[config.mk]
export PLATFORM = sky130hd
export DESIGN_NAME = twin_gain_clamp
export DESIGN_NICKNAME = d
export VERILOG_FILES = /design/src/rtl/tgc_pkg.sv /design/src/rtl/tgc_lane.sv /design/src/rtl/tgc_regs.sv /design/src/rtl/twin_gain_clamp.sv
export SDC_FILE = /design/constraint.sdc
export NUM_CORES = 1
export LEC_CHECK = 0
export ABC_AREA = 1
export BUFFER_PORTS_ARGS = -buffer_cell sky130_fd_sc_hd__buf_2
export CORE_AREA = 2 2 140 278
export CTS_CLUSTER_SIZE = 40
export DETAILED_ROUTE_END_ITERATION = 8
export DIE_AREA = 0 0 142 280
export GPL_TIMING_DRIVEN = 0
export PLACE_DENSITY_LB_ADDON = 0.3
export SLEW_MARGIN = 20
export SYNTH_ARGS = -nofsm -noshare
export SYNTH_HDL_FRONTEND = slang
export SYNTH_HIERARCHICAL = 1
export SYNTH_SLANG_ARGS = --single-unit
[constraint.sdc]
create_clock -name clk_i -period 7.9 [get_ports clk_i]
set_clock_uncertainty 0.1 [all_clocks]
set_input_delay 0.79 -clock clk_i [delete_from_list [all_inputs] [get_ports clk_i]]
set_output_delay 0.79 -clock clk_i [all_outputs]
set_load 0.1 [all_outputs]
[src/rtl/tgc_pkg.sv]
package tgc_pkg;
  parameter int SMP_W  = 14;
  parameter int FACT_W = 8;
  parameter int FRAC_W = 4;
  parameter int BUS_W  = 32;

  localparam int SUM_W  = SMP_W + 2;
  localparam int PROD_W = SMP_W + FACT_W + 1;
  localparam int WIDE_W = PROD_W - FRAC_W;

  localparam logic [15:0] OFS_ID     = 16'h1000;
  localparam logic [15:0] OFS_GAIN_A = 16'h1004;
  localparam logic [15:0] OFS_GAIN_B = 16'h1008;
  localparam logic [15:0] OFS_CTRL   = 16'h100C;
  localparam logic [BUS_W-1:0] ID_WORD = 32'hFE02_0210;

  typedef logic signed [SMP_W-1:0]  smp_t;
  typedef logic [FACT_W-1:0]        fact_t;
  typedef logic signed [WIDE_W-1:0] wide_t;

  localparam smp_t  SMP_MAX = {1'b0, {(SMP_W-1){1'b1}}};
  localparam smp_t  SMP_MIN = {1'b1, {(SMP_W-1){1'b0}}};
  localparam wide_t W_MAX   = WIDE_W'((1 << (SMP_W-1)) - 1);
  localparam wide_t W_MIN   = WIDE_W'(-(1 << (SMP_W-1)));
  localparam fact_t UNITY   = fact_t'(1 << FRAC_W);

  // floor of the four-sample mean: widen, add, drop two LSBs
  function automatic smp_t mean4(smp_t a, smp_t b, smp_t c, smp_t d);
    logic signed [SUM_W-1:0] s;
    s = {{2{a[SMP_W-1]}}, a} + {{2{b[SMP_W-1]}}, b}
      + {{2{c[SMP_W-1]}}, c} + {{2{d[SMP_W-1]}}, d};
    return s[SUM_W-1:2];
  endfunction

  // signed sample times zero-extended gain, fraction bits dropped
  function automatic wide_t gain_product(smp_t x, fact_t k);
    logic signed [PROD_W-1:0] xs, ks, p;
    xs = {{(PROD_W-SMP_W){x[SMP_W-1]}}, x};
    ks = {{(PROD_W-FACT_W){1'b0}}, k};
    p  = xs * ks;
    return p[PROD_W-1:FRAC_W];
  endfunction

  function automatic smp_t clamp(wide_t w);
    if (w > W_MAX)      return SMP_MAX;
    else if (w < W_MIN) return SMP_MIN;
    else                return w[SMP_W-1:0];
  endfunction
endpackage

[src/rtl/tgc_lane.sv]
module tgc_lane
  import tgc_pkg::*;
#(
  parameter int TAPS = 4
) (
  input  logic  clk_i,
  input  logic  rst_n_i,
  input  smp_t  smp_i,
  input  fact_t fact_i,
  input  logic  avg_en_i,
  output smp_t  smp_o
);
  localparam int HIST_N = TAPS - 1;

  smp_t  hist_q [HIST_N];
  smp_t  mean_w, pick_w;
  wide_t wide_w;
  logic  sat_hi_w, sat_lo_w;

  always_ff @(posedge clk_i or negedge rst_n_i) begin
    if (!rst_n_i) begin
      for (int i = 0; i < HIST_N; i++) hist_q[i] <= '0;
    end else begin
      hist_q[0] <= smp_i;
      for (int i = 1; i < HIST_N; i++) hist_q[i] <= hist_q[i-1];
    end
  end

  assign mean_w   = mean4(smp_i, hist_q[0], hist_q[1], hist_q[2]);
  assign pick_w   = avg_en_i ? mean_w : smp_i;
  assign wide_w   = gain_product(pick_w, fact_i);
  assign sat_hi_w = (wide_w > W_MAX);
  assign sat_lo_w = (wide_w < W_MIN);

  always_ff @(posedge clk_i or negedge rst_n_i) begin
    if (!rst_n_i) smp_o <= '0;
    else          smp_o <= clamp(wide_w);
  end

  AST_CLAMP_HI: assert property (@(posedge clk_i) disable iff (!rst_n_i)
    sat_hi_w |=> smp_o == SMP_MAX);
  AST_CLAMP_LO: assert property (@(posedge clk_i) disable iff (!rst_n_i)
    sat_lo_w |=> smp_o == SMP_MIN);
  AST_UNITY_PASS: assert property (@(posedge clk_i) disable iff (!rst_n_i)
    (fact_i == UNITY && !avg_en_i) |=> smp_o == $past(smp_i));
  AST_ZERO_GAIN: assert property (@(posedge clk_i) disable iff (!rst_n_i)
    (fact_i == '0) |=> smp_o == '0);
  AST_FLAT_MEAN: assert property (@(posedge clk_i) disable iff (!rst_n_i)
    (avg_en_i && fact_i == UNITY && smp_i == hist_q[0] && hist_q[0] == hist_q[1]
     && hist_q[1] == hist_q[2]) |=> smp_o == $past(smp_i));
endmodule

[src/rtl/tgc_regs.sv]
module tgc_regs
  import tgc_pkg::*;
#(
  parameter int ADDR_W = 20
) (
  input  logic              clk_i,
  input  logic              rst_n_i,
  input  logic [ADDR_W-1:0] addr_i,
  input  logic [BUS_W-1:0]  wdata_i,
  input  logic              wen_i,
  input  logic              ren_i,
  output logic [BUS_W-1:0]  rdata_o,
  output logic              ack_o,
  output logic              err_o,
  output fact_t             fact_a_o,
  output fact_t             fact_b_o,
  output logic [1:0]        avg_en_o
);
  logic hit_id_w, hit_ga_w, hit_gb_w, hit_ctl_w, hit_any_w;
  logic [BUS_W-1:0] rd_mux_w;

  assign hit_id_w  = (addr_i == ADDR_W'(OFS_ID));
  assign hit_ga_w  = (addr_i == ADDR_W'(OFS_GAIN_A));
  assign hit_gb_w  = (addr_i == ADDR_W'(OFS_GAIN_B));
  assign hit_ctl_w = (addr_i == ADDR_W'(OFS_CTRL));
  assign hit_any_w = hit_id_w | hit_ga_w | hit_gb_w | hit_ctl_w;

  always_comb begin
    rd_mux_w = '0;
    if (hit_id_w)  rd_mux_w = ID_WORD;
    if (hit_ga_w)  rd_mux_w = BUS_W'(fact_a_o);
    if (hit_gb_w)  rd_mux_w = BUS_W'(fact_b_o);
    if (hit_ctl_w) rd_mux_w = BUS_W'(avg_en_o);
  end

  always_ff @(posedge clk_i or negedge rst_n_i) begin
    if (!rst_n_i) begin
      fact_a_o <= UNITY;
      fact_b_o <= UNITY;
      avg_en_o <= '0;
      ack_o    <= 1'b0;
      rdata_o  <= '0;
    end else begin
      ack_o   <= wen_i | ren_i;
      rdata_o <= ren_i ? rd_mux_w : '0;
      if (wen_i && hit_ga_w)  fact_a_o <= wdata_i[FACT_W-1:0];
      if (wen_i && hit_gb_w)  fact_b_o <= wdata_i[FACT_W-1:0];
      if (wen_i && hit_ctl_w) avg_en_o <= wdata_i[1:0];
    end
  end

  assign err_o = 1'b0;

  AST_ACK_NEXT: assert property (@(posedge clk_i) disable iff (!rst_n_i)
    (wen_i || ren_i) |=> ack_o);
  AST_ACK_IDLE: assert property (@(posedge clk_i) disable iff (!rst_n_i)
    !(wen_i || ren_i) |=> !ack_o);
  AST_QUIET_RDATA: assert property (@(posedge clk_i) disable iff (!rst_n_i)
    !ren_i |=> rdata_o == '0);
  AST_ID_READ: assert property (@(posedge clk_i) disable iff (!rst_n_i)
    (ren_i && hit_id_w) |=> rdata_o == ID_WORD);
  AST_MISS_ZERO: assert property (@(posedge clk_i) disable iff (!rst_n_i)
    (ren_i && !hit_any_w) |=> rdata_o == '0);
  AST_MISS_HOLD: assert property (@(posedge clk_i) disable iff (!rst_n_i)
    (wen_i && !hit_ga_w && !hit_gb_w && !hit_ctl_w)
      |=> ($stable(fact_a_o) && $stable(fact_b_o) && $stable(avg_en_o)));
endmodule

[src/rtl/twin_gain_clamp.sv]
module twin_gain_clamp
  import tgc_pkg::*;
#(
  parameter int ADDR_W = 20,
  parameter int LANES  = 2
) (
  input  logic                     clk_i,
  input  logic                     rst_n_i,
  input  logic signed [SMP_W-1:0]  smp_a_i,
  input  logic signed [SMP_W-1:0]  smp_b_i,
  output logic signed [SMP_W-1:0]  smp_a_o,
  output logic signed [SMP_W-1:0]  smp_b_o,
  input  logic [ADDR_W-1:0]        bus_addr_i,
  input  logic [BUS_W-1:0]         bus_wdata_i,
  input  logic                     bus_wen_i,
  input  logic                     bus_ren_i,
  output logic [BUS_W-1:0]         bus_rdata_o,
  output logic                     bus_err_o,
  output logic                     bus_ack_o
);
  fact_t      fact_a_w, fact_b_w;
  logic [1:0] avg_en_w;
  smp_t       lane_in  [LANES];
  smp_t       lane_out [LANES];
  fact_t      lane_fact[LANES];

  tgc_regs #(.ADDR_W(ADDR_W)) regs_i (
    .clk_i    (clk_i),
    .rst_n_i  (rst_n_i),
    .addr_i   (bus_addr_i),
    .wdata_i  (bus_wdata_i),
    .wen_i    (bus_wen_i),
    .ren_i    (bus_ren_i),
    .rdata_o  (bus_rdata_o),
    .ack_o    (bus_ack_o),
    .err_o    (bus_err_o),
    .fact_a_o (fact_a_w),
    .fact_b_o (fact_b_w),
    .avg_en_o (avg_en_w)
  );

  assign lane_in[0]   = smp_a_i;
  assign lane_in[1]   = smp_b_i;
  assign lane_fact[0] = fact_a_w;
  assign lane_fact[1] = fact_b_w;

  for (genvar g = 0; g < LANES; g++) begin : g_lane
    tgc_lane lane_i (
      .clk_i    (clk_i),
      .rst_n_i  (rst_n_i),
      .smp_i    (lane_in[g]),
      .fact_i   (lane_fact[g]),
      .avg_en_i (avg_en_w[g]),
      .smp_o    (lane_out[g])
    );
  end

  assign smp_a_o = lane_out[0];
  assign smp_b_o = lane_out[1];
endmodule

* Word-level counts from Yosys, hierarchy flattened
Cells that the tools add are included.
** Cells by class
- $add $sub $neg :: 6
- Multiply operators :: 2
- Divide/modulo/power cells :: 0
- $lt $le $gt $ge :: 4
- Eq/ne operators :: 4
- Shift-type cells :: 0
- Muxes and demuxes :: 11
- Bitwise operators :: 1
- Reduce and logical (&&, ||, !) cells :: 3
** Operator list (count)
- $mux 32 :: 5
- $mux 14 :: 6
- $eq 20x13->1 const B :: 4
- $add 16x16->16 :: 4
- $mul 14x9->23 :: 2
- $gt 19x14->1 const B :: 2
- $lt 19x14->1 const B :: 2
- $add 14x14->15 :: 2
- $logic_and 1x1->1 :: 3
- $or 1x1->1 :: 1
** Word-level totals
- Register bits after elaboration :: 163
- Latch bits :: 0
- Memory bits (writable) :: 0
- Memory bits (read-only) :: 0
- Input bits :: 84
- Output and inout port bits :: 62
- Word-level logic and storage cells :: 44
- Memories :: 0

* Logic depth before layout (Yosys ltp)
- Depth after elaboration :: 8
- Depth in mapped cells :: 40
- Mapped depth without buffers :: 39

* Hierarchy
Netlist, hierarchy kept.
** Modules (own cells, without submodules)
- tgc_lane at g_lane[0].lane_i :: times used 1, cells each 935, area each 7576.0 sq um, seq. area each 1401.3 sq um
- tgc_lane at g_lane[1].lane_i :: times used 1, cells each 935, area each 7572.3 sq um, seq. area each 1401.3 sq um
- tgc_regs :: times used 1, cells each 192, area each 1617.8 sq um, seq. area each 703.2 sq um

* Worst setup path before layout
OpenSTA, ideal clock, no wires.
- Path type :: input to register
- Start point :: in smp_a_i[1]
- End point :: reg g_lane[0].lane_i.smp_o[12]
- Library setup time :: 117 ps
- Data arrival time :: 7215 ps
- Required time :: 7683 ps
- Path slack :: 468 ps
- Stages :: 37
- Buffers on the path :: 1
- Cell sequence :: inv_1 -> fa_1 -> inv_1 -> fa_1 -> nand2_1 -> nor2_1 -> fa_1 -> nand3_1 -> nand2_1 -> nand2_1 -> nand2_1 -> nand3_1 -> nand4_1 -> xnor2_1 -> nand2_1 -> nand3_1 -> inv_1 -> fa_1 -> inv_1 -> fa_1 -> inv_1 -> fa_1 -> inv_1 -> fa_1 -> inv_1 -> ha_1 -> a21oi_1 -> o21ai_0 -> a21oi_1 -> nand3_1 -> nand3_1 -> nand2_2 -> inv_1 -> nand2_2 -> buf_6 -> nand2_1 -> nand2_1
** On the way
- Word-level cells in the longest chain between the ends :: 8
- Elaborated cells between the ends (all ways) :: 9
- Classes of those cells :: add/sub: 3; mul: 1; order compare: 2; mux: 3
** RTL lines
- from (decl) :: line twin_gain_clamp.sv:9 : input logic signed [SMP_W-1:0] smp_a_i,
- $add 14x14->15 :: line tgc_pkg.sv:30 : s = {{2{a[SMP_W-1]}}, a} + {{2{b[SMP_W-1]}}, b}
- $add 16x16->16 (2 in series) :: line tgc_pkg.sv:31 : + {{2{c[SMP_W-1]}}, c} + {{2{d[SMP_W-1]}}, d};
- $mux 14 * :: line tgc_lane.sv:30 : assign pick_w = avg_en_i ? mean_w : smp_i;
- $mul 14x9->23 * :: line tgc_pkg.sv:40 : p = xs * ks;
- $lt 19x14->1
- $mux 14 :: line tgc_pkg.sv:46 : else if (w < W_MIN) return SMP_MIN;
- $mux 14 * :: line tgc_pkg.sv:45 : if (w > W_MAX) return SMP_MAX;
- to (signal assigned) :: line tgc_lane.sv:37 : else smp_o <= clamp(wide_w);
- to (decl) :: line tgc_lane.sv:11 : output smp_t smp_o
Every way passes the cells marked *; elsewhere a longest branch is shown, timed or not.
A chain may end at the register's enable or synchronous reset.

* Worst setup path after layout
- Start point :: in smp_b_i[1]
- End point :: reg g_lane[1].lane_i.smp_o[6]
** On the way
- Word-level cells in the longest chain between the ends :: 8
- Elaborated cells between the ends (all ways) :: 9
- Classes of those cells :: add/sub: 3; mul: 1; order compare: 2; mux: 3
** RTL lines
- from (decl) :: line twin_gain_clamp.sv:10 : input logic signed [SMP_W-1:0] smp_b_i,
- $add 14x14->15 :: line tgc_pkg.sv:30
- $add 16x16->16 (2 in series) :: line tgc_pkg.sv:31
- $mux 14 * :: line tgc_lane.sv:30
- $mul 14x9->23 * :: line tgc_pkg.sv:40
- $lt 19x14->1
- $mux 14 :: line tgc_pkg.sv:46
- $mux 14 * :: line tgc_pkg.sv:45
- to (signal assigned) :: line tgc_lane.sv:37
- to (decl) :: line tgc_lane.sv:11
Marks and branches as above.

==> results.sh <==
export IMPL_drtAntennaViolNets=0
export IMPL_drv_cap=0
export IMPL_max_freq_ghz=0.132
export IMPL_ys_warn_count=6
export IMPL_cts_sinks=140
export IMPL_dp_cells=2646
export IMPL_setup_viol=0
export IMPL_synth_top_family_by_area="adder cells"
export IMPL_leakage_nw=10.8
export IMPL_yosysMostFrequentCell="inv_1"
export IMPL_final_nets=2655
export IMPL_wl_per_cell_um=16.2
export IMPL_cp_arrival_ps=7820
export IMPL_grt_met1_usage_pct=21.0
export IMPL_drc=0
export IMPL_synth_top_cell_by_area="fa_1"
export IMPL_synthMuxAreaShare_pct=0
export IMPL_fin_crit_sh_pct=95.9
export IMPL_ys_async_sr_fraction_pct=100
export IMPL_setup_tns_ps=0
export IMPL_hold_viol=0
export IMPL_startpoint="smp_b_i[1]"
export IMPL_netlist_instances=2062
export IMPL_synth_area_per_cell_um2=8.13
export IMPL_port_buffers=105
export IMPL_crit_type="input port to flop"
export IMPL_start_kind="input port"
export IMPL_numCtsBuffers=17
export IMPL_dp_hpwl_um=37300
export IMPL_die_area_um2=39800
export IMPL_synth_seq_area_share_pct=20.9
export IMPL_grt_overflow=0
export IMPL_initial_core_util_pct=44.4
export IMPL_antenna_found_initial=2
export IMPL_drt_initial_drc_count=537
export IMPL_min_path_type="input port to asynchronous set/reset pin"
export IMPL_required_ps=8140
export IMPL_htree_levels=4
export IMPL_ys_top_cells_by_count="inv_1, nand2_1, fa_1"
export IMPL_fp_dieH_um=280
export IMPL_crit_fanout=10
export IMPL_rr_startpoint="g_lane[1].lane_i/hist_q[1]"
export IMPL_synth_top_area_share_pct=28.4
export IMPL_slowest_stage="fa_2"
export IMPL_cts_buffer_depth=2
export IMPL_core_area_um2=37800
export IMPL_ir_drop_mv=0.131
export IMPL_synth_ff_type="dfrtp_1"
export IMPL_vias=13400
export IMPL_dr_pass1_iters=5
export IMPL_routed_wl_um=43800
export IMPL_cpMostUsedCell="nand2_1"
export IMPL_end_kind="flop"
export IMPL_synthAdderAreaFrac_pct=36.8
export IMPL_grt_max_degree=92
export IMPL_grtUsageMet3_pct=2.68
export IMPL_grt_pass1_wl_um=71600
export IMPL_clk_latency_ps=450
export IMPL_critPathMaxStageDelay_ps=610
export IMPL_via_per_inst=4.98
export IMPL_status="finished clean"
export IMPL_synth_area_leaders="fa_1, dfrtp_1, inv_1"
export IMPL_dieWidth_um=142
export IMPL_synth_cell_types=44
export IMPL_grt_pass1_vias=14800
export IMPL_synth_xor_area_share_pct=2.30
export IMPL_grt_busiest_layer="met2"
export IMPL_synth_simple_area_share_pct=20.0
export IMPL_ff2ff_setup_slack_ps=520
export IMPL_met2_usage_pct=47.0
export IMPL_grt_total_usage_pct=23.5
export IMPL_synth_edf_count=0
export IMPL_stdcell_count=2698
export IMPL_ios=146
export IMPL_root_buffer="clkbuf_16"
export IMPL_gp_congestion=0.929
export IMPL_drive_gt1_share_pct=14.7
export IMPL_synth_compound_area_share_pct=5.70
export IMPL_cts_hold_buf=0
export IMPL_period_minus_slack_ps=7580
export IMPL_maxSlewViolCount=0
export IMPL_synth_area_um2=16800
export IMPL_row_count=101
export IMPL_tightestPinTransition_ps=1160
export IMPL_ys_seq_elements=140
export IMPL_relSlewSlack_pct=21.6
export IMPL_path_clk_slew_ps=70
export IMPL_area_growth_pct=13.0
export IMPL_cts_tree="done"
export IMPL_p_per_area_nw_per_um2=123
==> cell usage in the layout (no fill, tap or decap), types with 6 or more instances in the layout <==
cell and count:
a31oi_1 10, inv_1 542, or2_2 23, nand2_1 366, o21ai_1 6, clkbuf_1 22
buf_2 104, fa_2 6, a21oi_2 6, dfrtp_1 138, buf_6 8, a21oi_1 73
fa_1 232, o21ai_0 23, nand3_1 106, xor2_1 24, a21o_1 6, ha_1 104
nand2_2 21, nor3_1 6, nand4_1 24, nand3b_1 6, conb_1 16, o21ai_2 22
nand3_2 15, nor2_1 163, buf_4 41, xnor2_1 19, nor2_2 15, clkbuf_16 17
==> worst paths after layout <==
check / cells after the start / endpoint
worst min register to register: 0 / g_lane[0].lane_i/hist_q[11]
worst min-delay path: 1 / g_lane[0].lane_i/hist_q[19]
min in group clk_i: 0 / g_lane[0].lane_i/hist_q[11]
worst max register to register: 33 / g_lane[1].lane_i/smp_o[6]
max in group asynchronous: 2 / regs_i/fact_b_o[4]
worst max-delay path: 34 / g_lane[1].lane_i/smp_o[6]
==> metal layers <==
layer | vias to the layer above | share of wire, %
li1 | 6427 | -
met1 | 6530 | 32
met2 | 300 | 58
met3 | 167 | 2.3
met4 | 4 | 7.9
met5 | - | 0.050
==> cell families after synthesis <==
logic type	Yosys count
buffers and inverters	603
other	1
AOI/OAI and AO/OA	161
DFF	140
xor gates and xnor gates	44
adders and majority gates	350
and+or+nand+nor	763
==> state kept, by name (all words and copies together) (netlist names) <==
| signal | cells |
|---|---|
| g_lane.lane_i/hist_q | 84 |
| regs_i/rdata_o | 9 |
| regs_i/fact_b_o | 8 |
| g_lane.lane_i/smp_o | 28 |
| regs_i/fact_a_o | 8 |
| regs_i/avg_en_o | 2 |
| regs_i/ack_o | 1 |
==> stage by stage <==
step / hold slack [ps] / util (%) / instance area (um2) / total power [mW] / setup WS, ps
floorplan: 254 / - / 16800 / 1.28 / 468
global placement: 257 / 47.4 / 17900 / 1.45 / -590
detailed placement: 261 / 47.5 / 18000 / 1.46 / -670
CTS: 137 / 49.2 / 18600 / 2.34 / 1.50
global route: 156 / 50.1 / 18900 / 2.48 / -29.1
finish: 133 / 50.1 / 18900 / 2.32 / 321
==> layout make-up <==
class	instances	area (um2)
buffer	54	338
timing repair buffer	125	713
clock buffer	17	425
clock inverter	15	168
sequential	140	3510
fill	3693	18800
tap	463	579
inverter	549	2060
antenna	1	2.50
multi-input combinational	1334	11100
==> report_power, final <==
group	total [mW]	leakage, nW	switching (mW)	internal (mW)
clock network	0.846	0.292	0.394	0.452
logic	0.726	8.78	0.469	0.257
registers	0.749	1.75	0.0109	0.739
==> timing repair <==
action	4_1_cts	5_1_grt
setup buffers	1	17
pin swaps	0	15
cloned	0	1
setup endpoints to repair	26	28
gates resized for setup	10	53
==> worst max-delay path, delay by kind of cell <==
kind | cells | cell delay [ps]
AOI/OAI and AO/OA | 3 | 660
xor gates and xnor gates | 1 | 200
adders and majority gates | 8 | 3990
buffers and inverters | 7 | 610
and+or+nand+nor | 15 | 1540
(Power assumes the default switching activity.)
